### src/rtl/grant_timeout_pkg.sv
package grant_timeout_pkg;
  // Strobes from control to datapath for one clock edge.
  typedef struct packed {
    logic take;  // load the selected candidate as the new grant
    logic drop;  // release the current grant
  } strobe_t;
endpackage

### src/rtl/grant_timeout_ctrl.sv
module grant_timeout_ctrl
  import grant_timeout_pkg::*;
#(
  parameter int HOLD_CYCLES = 8
) (
  input  logic    clk,
  input  logic    rst,
  input  logic    active,
  input  logic    holderReq,
  input  logic    pickValid,
  output strobe_t strobe
);
  localparam int CNT_W = (HOLD_CYCLES > 1) ? $clog2(HOLD_CYCLES) : 1;
  localparam logic [CNT_W-1:0] CNT_LAST = CNT_W'(HOLD_CYCLES - 1);

  logic [CNT_W-1:0] holdCnt;

  always_comb begin
    strobe.take = !active && pickValid;
    strobe.drop = active && (!holderReq || (holdCnt == CNT_LAST));
  end

  always_ff @(posedge clk or posedge rst) begin
    if (rst) begin
      holdCnt <= '0;
    end else if (strobe.take) begin
      holdCnt <= '0;
    end else if (active && !strobe.drop) begin
      holdCnt <= holdCnt + 1'b1;
    end
  end

  // every new grant begins with a zero count
  p_count_restart_r8: assert property (@(posedge clk) disable iff (rst)
    strobe.take |=> (holdCnt == '0));

  // reaching the limit ends the grant on that edge
  p_timeout_release_r5: assert property (@(posedge clk) disable iff (rst)
    (active && holdCnt == CNT_LAST) |=> !active);
endmodule

### src/rtl/grant_timeout_path.sv
module grant_timeout_path
  import grant_timeout_pkg::*;
#(
  parameter int NUM_REQ = 4
) (
  input  logic               clk,
  input  logic               rst,
  input  logic [NUM_REQ-1:0] reqIn,
  input  strobe_t            strobe,
  output logic [NUM_REQ-1:0] grantQ,
  output logic               active,
  output logic               holderReq,
  output logic               pickValid
);
  localparam int IDX_W = (NUM_REQ > 1) ? $clog2(NUM_REQ) : 1;
  localparam logic [IDX_W-1:0] IDX_START = IDX_W'(NUM_REQ - 1);

  logic [NUM_REQ-1:0] barQ;
  logic [IDX_W-1:0]   lastIdx;
  logic [NUM_REQ-1:0] eligible;
  logic [NUM_REQ-1:0] pickVec;
  logic [IDX_W-1:0]   pickIdx;

  assign active    = |grantQ;
  assign holderReq = |(grantQ & reqIn);
  assign eligible  = reqIn & ~barQ;

  // Round-robin search beginning one above the last granted index.
  always_comb begin
    int cand;
    logic [IDX_W-1:0] candIdx;
    pickVec   = '0;
    pickValid = 1'b0;
    pickIdx   = '0;
    for (int off = 1; off <= NUM_REQ; off++) begin
      cand    = (int'(lastIdx) + off) % NUM_REQ;
      candIdx = IDX_W'(cand);
      if (!pickValid && eligible[candIdx]) begin
        pickVec[candIdx] = 1'b1;
        pickValid        = 1'b1;
        pickIdx          = candIdx;
      end
    end
  end

  always_ff @(posedge clk or posedge rst) begin
    if (rst) begin
      grantQ  <= '0;
      barQ    <= '0;
      lastIdx <= IDX_START;
    end else if (strobe.drop) begin
      grantQ <= '0;
      barQ   <= grantQ;
    end else if (!active) begin
      barQ <= '0;
      if (strobe.take) begin
        grantQ  <= pickVec;
        lastIdx <= pickIdx;
      end
    end
  end

  // never more than one grant
  p_onehot_grant_r3: assert property (@(posedge clk) disable iff (rst)
    $onehot0(grantQ));

  // holder whose request is low loses the grant on the next edge
  p_req_low_drop_r4: assert property (@(posedge clk) disable iff (rst)
    (|(grantQ & ~reqIn)) |=> (grantQ == '0));

  // a grant only rises for a line that was requesting
  p_grant_requested_r2: assert property (@(posedge clk) disable iff (rst)
    ($past(grantQ) == '0 && grantQ != '0) |-> ((grantQ & $past(reqIn)) == grantQ));

  // the line released last is not the next one granted
  p_no_regrant_r6: assert property (@(posedge clk) disable iff (rst)
    (grantQ == '0 && $past(grantQ) != '0) |=> (grantQ != $past(grantQ, 2)));
endmodule

### src/rtl/grant_timeout_arb.sv
module grant_timeout_arb
  import grant_timeout_pkg::*;
#(
  parameter int NUM_REQ     = 4,
  parameter int HOLD_CYCLES = 8
) (
  input  logic               clk,
  input  logic               rst,
  input  logic [NUM_REQ-1:0] req,
  output logic [NUM_REQ-1:0] grant
);
  strobe_t strobe;
  logic    active;
  logic    holderReq;
  logic    pickValid;

  grant_timeout_ctrl #(.HOLD_CYCLES(HOLD_CYCLES)) ctrl_i (
    .clk       (clk),
    .rst       (rst),
    .active    (active),
    .holderReq (holderReq),
    .pickValid (pickValid),
    .strobe    (strobe)
  );

  grant_timeout_path #(.NUM_REQ(NUM_REQ)) path_i (
    .clk       (clk),
    .rst       (rst),
    .reqIn     (req),
    .strobe    (strobe),
    .grantQ    (grant),
    .active    (active),
    .holderReq (holderReq),
    .pickValid (pickValid)
  );
endmodule

### config.mk
export PLATFORM = sky130hd
export DESIGN_NAME = grant_timeout_arb
export DESIGN_NICKNAME = d
export VERILOG_FILES = /design/src/rtl/grant_timeout_pkg.sv /design/src/rtl/grant_timeout_ctrl.sv /design/src/rtl/grant_timeout_path.sv /design/src/rtl/grant_timeout_arb.sv
export SDC_FILE = /design/constraint.sdc
export NUM_CORES = 1
export LEC_CHECK = 0
export BUFFER_PORTS_ARGS = -buffer_cell sky130_fd_sc_hd__buf_4
export CORE_ASPECT_RATIO = 0.7
export CORE_UTILIZATION = 50
export DETAILED_ROUTE_END_ITERATION = 6
export PLACE_DENSITY = 0.68
export SLEW_MARGIN = 20
export SYNTH_ARGS = -nofsm -noshare
export SYNTH_HDL_FRONTEND = slang
export SYNTH_SLANG_ARGS = --single-unit
export TNS_END_PERCENT = 10
### constraint.sdc
create_clock -name clk -period 4.3 [get_ports clk]
set_clock_uncertainty 0.15 [all_clocks]
set_input_delay 0.215 -clock clk [delete_from_list [all_inputs] [get_ports clk]]
set_output_delay 0.215 -clock clk [all_outputs]
set_load 0.01 [all_outputs]
Word level (Yosys, flattened, before mapping)
Cells that the tools add are included.
Word-level totals
  bits in registers: 13
  bits in latches: 0
  bits in writable memories: 0
  bits in read-only memories: 0
  input bits: 6
  logic and storage cells: 85
  memories kept: 0
Operators by class
  add/subtract/negate cells: 5
  $mul: 0
  div/mod/pow operators: 0
  order comparisons: 8
  eq/ne operators: 2
  shift operators: 0
  multiplexer cells: 35
  bitwise gates (word level): 8
  reductions and logical operators: 23
Operators by type and width (number)
  $mux 4: 9
  $lt 2x3->1 const B: 4
  $mux 1: 12
  $or 4x4->4: 3
  $logic_and 1x1->1: 10
  $and 4x4->4: 2
  $bmux 1 s2: 4
  $demux 1 s2: 4
  $ge 2x1->1 const B: 4
  $mux 2: 4
  $reduce_or 4->1: 2
  $logic_not 1->1: 6
  $mux 3: 2
  $add 2x1->2 const B: 2
  $add 2x2->2 const B: 2
  $not 4->4: 1
  $reduce_bool 2->1: 2
  $add 3x1->3 const B: 1
  $eq 3x3->1 const B: 1
  $reduce_and 3->1: 1
  $ne 2x2->1 const B: 1
  $not 1->1: 2
  $reduce_and 2->1: 1
  $logic_or 1x1->1: 1

Logic depth before layout (Yosys ltp)
  depth in word-level cells: 18
  gate-level depth with buffers: 8
  depth with buffers taken out: 6

Cells and area by module
A second synthesis with hierarchy kept.
Unflattened totals
  cells, all modules: 124
  area, all modules: 1131.1 µm²
By module, submodules not included
  grant_timeout_path: times used 1, cells an instance 105, area an instance 942.2 µm²
  grant_timeout_ctrl: times used 1, cells an instance 19, area an instance 188.9 µm²

Worst setup path after synthesis
Ideal clock, no wire load.
  path type: reg-to-reg
  from: reg path_i.lastIdx[0]
  to: reg path_i.grantQ[0]
  data arrival time: 1917 ps
  data required time: 4024 ps
  setup slack: 2107 ps
  cell stages (with the launch flop): 9
  buffers on the path: 2
  period minus slack after synthesis: 2193 ps
  cell sequence: dfstp_2 buf_6 inv_6 ha_1 mux4_2 buf_6 nand3b_4 nor2_2 a221o_1
On the way
  longest elaborated chain between the ends: 16
  elaborated cells on any way between the ends: 55
  those cells by class: add/sub: 4; order compare: 8; mux: 27; bitwise: 3; reduce/logical: 13
Ends and longest elaborated chain
  start: declaration: RTL line grant_timeout_path.sv:19  | logic [IDX_W-1:0] lastIdx;
  start signal: assignment: RTL line grant_timeout_path.sv:58  | lastIdx <= pickIdx;
  parallel branches: the longest is 16 deep, another holds $lt 2x3->1
  end signal: assignment: RTL line grant_timeout_path.sv:57  | grantQ <= pickVec;
  end: declaration: RTL line grant_timeout_path.sv:10  | output logic [NUM_REQ-1:0] grantQ,
Parallel ways; which one is timed is not known. The select of a mux whose other input is x is not followed.
A chain may end at the register's enable or synchronous reset.

Worst setup path in the final report
  from: reg path_i.lastIdx[0]
  to: reg path_i.grantQ[1]
The elaborated chain is that of the path after synthesis.

==> summary.txt <==
Outcome
  • Status: complete, no violations

Die
  • Core area: 1900 µm²
  • Die W: roughly 57 µm
  • Io pins: 10
  • DIE HEIGHT: 40.2 µm
  • DIE AREA: 2270 µm²
  • Row count: 13
  • Initial Util: 0.546

Logic synthesis
  • Most frequent cell after synthesis: dfrtp_1
  • Synth cell types: 31
  • Mean post-synth cell area: approximately 11 µm²
  • Synthesized flop and latch total: 13
  • Post-synth top area cell: dfrtp_1
  • Syn Inst Count: 94
  • Number of synthesized flops with an enable pin: 0
  • Post-synth ARST share: 1.00
  • Top FF cell, synth: dfrtp_1
  • Synth top cells by count: 11 x dfrtp_1, 10 x ha_1, 9 x nor2_1
  • Yosys warnings: 0
  • Sequential element share of the synthesized area: 0.315
  • Synthesized cell area: just over 1000 µm²
  • Syn nets: between 100 and 150
  • Post-synth top area share: 0.265
  • Most area-consuming cells after synthesis: dfrtp_1 26%, ha_1 12%, mux4_2 6.5%, dfstp_2 5.1%, mux4_1 5.1%

Job
  • Max Cap Viol: 0

Clock network
  • Num CTS Buffers: 3
  • CTS Sinks: 13
  • Clock transition at path regs: ~0.070 ns
  • H-tree levels: 1
  • Setup bufs post-CTS: 0
  • Clock Latency Late Sink: 0.28 ns
  • CTS tree: done
  • Longest Clk Path Bufs: 2
  • Clock root cell: clkbuf_4

Worst setup path
  • Max stage delay on crit path: roughly 0.73 ns
  • Slowest cell on the critical path: dfstp_2
  • CP required: 4.31 ns
  • CP endpoint kind: register
  • CP startpoint kind: register
  • CP Class: register to register
  • Crit path max fanout: 12
  • Worst path cell trace: inv_6, ha_1, mux4_2, nand3b_4, nor2_2, a221o_1
  • Critical Path AT: ~2.4 ns
  • Critical path buffers and inverters: 1
  • Delay-heaviest family, CP: flip-flops

Placed design
  • # port buffers: 9
  • DP Area: 1110 µm²
  • Dpl hpwl: 1600 µm
  • Gpl congestion: 0.834
  • Worst slack, placed: 1.95 ns

GRT
  • GRT Overall Usage: 0.215
  • Number of global-route vias before repair: 712
  • First-pass GRT wire length: between 3000 and 4000 µm
  • Remaining global-route overflow: 0
  • Antenna violations before repair: 0
  • Largest net degree at the start of global routing: 14

Detailed routing
  • Post-route DRC: 0
  • First DRT Iteration DRCs: 35
  • Drt total wl: 2160 µm
  • DR vias: 773
  • Drt first pass iters: 4
  • WL per Instance: 17.0 µm
  • Vias per cell: 6.09
  • Final antenna-violating net count: 0

STA
  • Final Hold Fails: 0
  • Fin worst setup slack: 1.94 ns
  • Hold WS: 0.358 ns
  • Min cycle time layout: around 2.4 ns
  • F_max: 0.424 GHz
  • Fin crit share: 0.549
  • Finish-stage setup viols: 0
  • Worst slew pin tran: 1.03 ns
  • Setup TNS: 0 ns
  • Slew HR: 0.316
  • Fin. max-slew vios: 0
  • RSZ-0062 raised after global routing: false

Layout
  • Layout cell share with drive strength beyond 1: 0.238
  • Diodes inserted: 0
  • Area Growth Syn to Fin: 9.99%
  • Final instance area: 1140 µm²
  • Nets: 122

Power and ir drop
  • Max IR drop VDD: 0.456 mV
  • Pwr dens: 790 nW/µm²
  • Overall power: 0.000903 W
  • Leak: just over 0.5 nW

Hold path
  • Hold Crit Class: input pin to async pin
[layout make-up]
cell class                 instances  area [µm²]
clock buffer                       4        26.3
fill                             161         759
inverter                           3        16.3
multi-input combinational         75         668
sequential                        13         328
tap                               22        27.5
timing repair buffer              10        77.6
[cell usage in the layout (no fill, tap or decap), types with 3 or more instances in the layout]
master,instances
nor2b_1,4
mux2_2,4
buf_4,9
dfrtp_1,11
a221o_1,4
clkbuf_4,3
ha_1,10
mux4_2,3
a21oi_1,3
nand3_1,4
nand2_1,6
a311oi_1,4
nor2_1,9
nand2b_1,4
mux2i_1,3
[worst paths after layout]
check	end	start	cells after the start	slack [ns]
min reg2reg	path_i.barQ[3]$_DFFE_PP0P_	path_i.barQ[3]$_DFFE_PP0P_	1	0.39
max reg2reg	path_i.grantQ[1]$_DFFE_PP0P_	path_i.lastIdx[0]$_DFFE_PP1P_	6	1.94
min in group clk	path_i.barQ[3]$_DFFE_PP0P_	path_i.barQ[3]$_DFFE_PP0P_	1	0.39
min	path_i.barQ[2]$_DFFE_PP0P_	rst	3	0.36
max in group asynchronous	path_i.lastIdx[0]$_DFFE_PP1P_	rst	3	3.29
max	path_i.grantQ[1]$_DFFE_PP0P_	path_i.lastIdx[0]$_DFFE_PP1P_	6	1.94
[worst register-to-register path, stage by stage, from the launching register on]
cell      delay [ns]
dfstp_2         0.73
inv_6           0.08
ha_1            0.34
mux4_2          0.43
nand3b_4        0.14
nor2_2          0.06
a221o_1         0.30
[sequential cells by signal (all words and copies together) (netlist names)]
register and count:
path_i.grantQ 4, path_i.barQ 4, ctrl_i.holdCnt 3, path_i.lastIdx 2
[layer usage]
metal / part of all wire / wire [µm] / GRT usage
met1: 0.49 / 1070 / 0.280
met2: 0.45 / 965 / 0.356
met3: 0.055 / 120 / 0.0774
met4: 0.0055 / 12 / 0.0366
met5: 0 / 0 / 0
[what timing repair did]
action                                 4_1_cts  5_1_grt
endpoints found under the hold margin       11        0
hold buffers                                 1        0
gates resized for setup                      0        0
[per-stage QoR]
| step | util | cells |
|---|---|---|
| 2_1_floorplan | - | 94 |
| 3_5_place_dp | 0.582 | 122 |
| 5_1_grt | 0.601 | 127 |
| 6_report | 0.601 | 127 |
| 4_1_cts | 0.601 | 127 |
| 3_3_place_gp | 0.582 | 122 |
[report_power, final]
group          switching, W  internal [W]  total [W]
combinational      0.000300      0.000272   0.000572
clock             0.0000383     0.0000360  0.0000743
sequential        0.0000747      0.000182   0.000256
[cell families (layout without fill, tap and decap cells)]
kind of cell / count (synthesis) / in the layout / share of synthesized area
AOI/OAI and AO/OA: 19 / 19 / 0.149
xor gates and xnor gates: 2 / 2 / 0.0169
adders and majority gates: 10 / 10 / 0.120
buffers and inverters: 6 / 17 / 0.0421
DFF: 13 / 13 / 0.315
muxes: 12 / 12 / 0.188
and+or+nand+nor: 32 / 32 / 0.168
(Power assumes the default switching activity.)
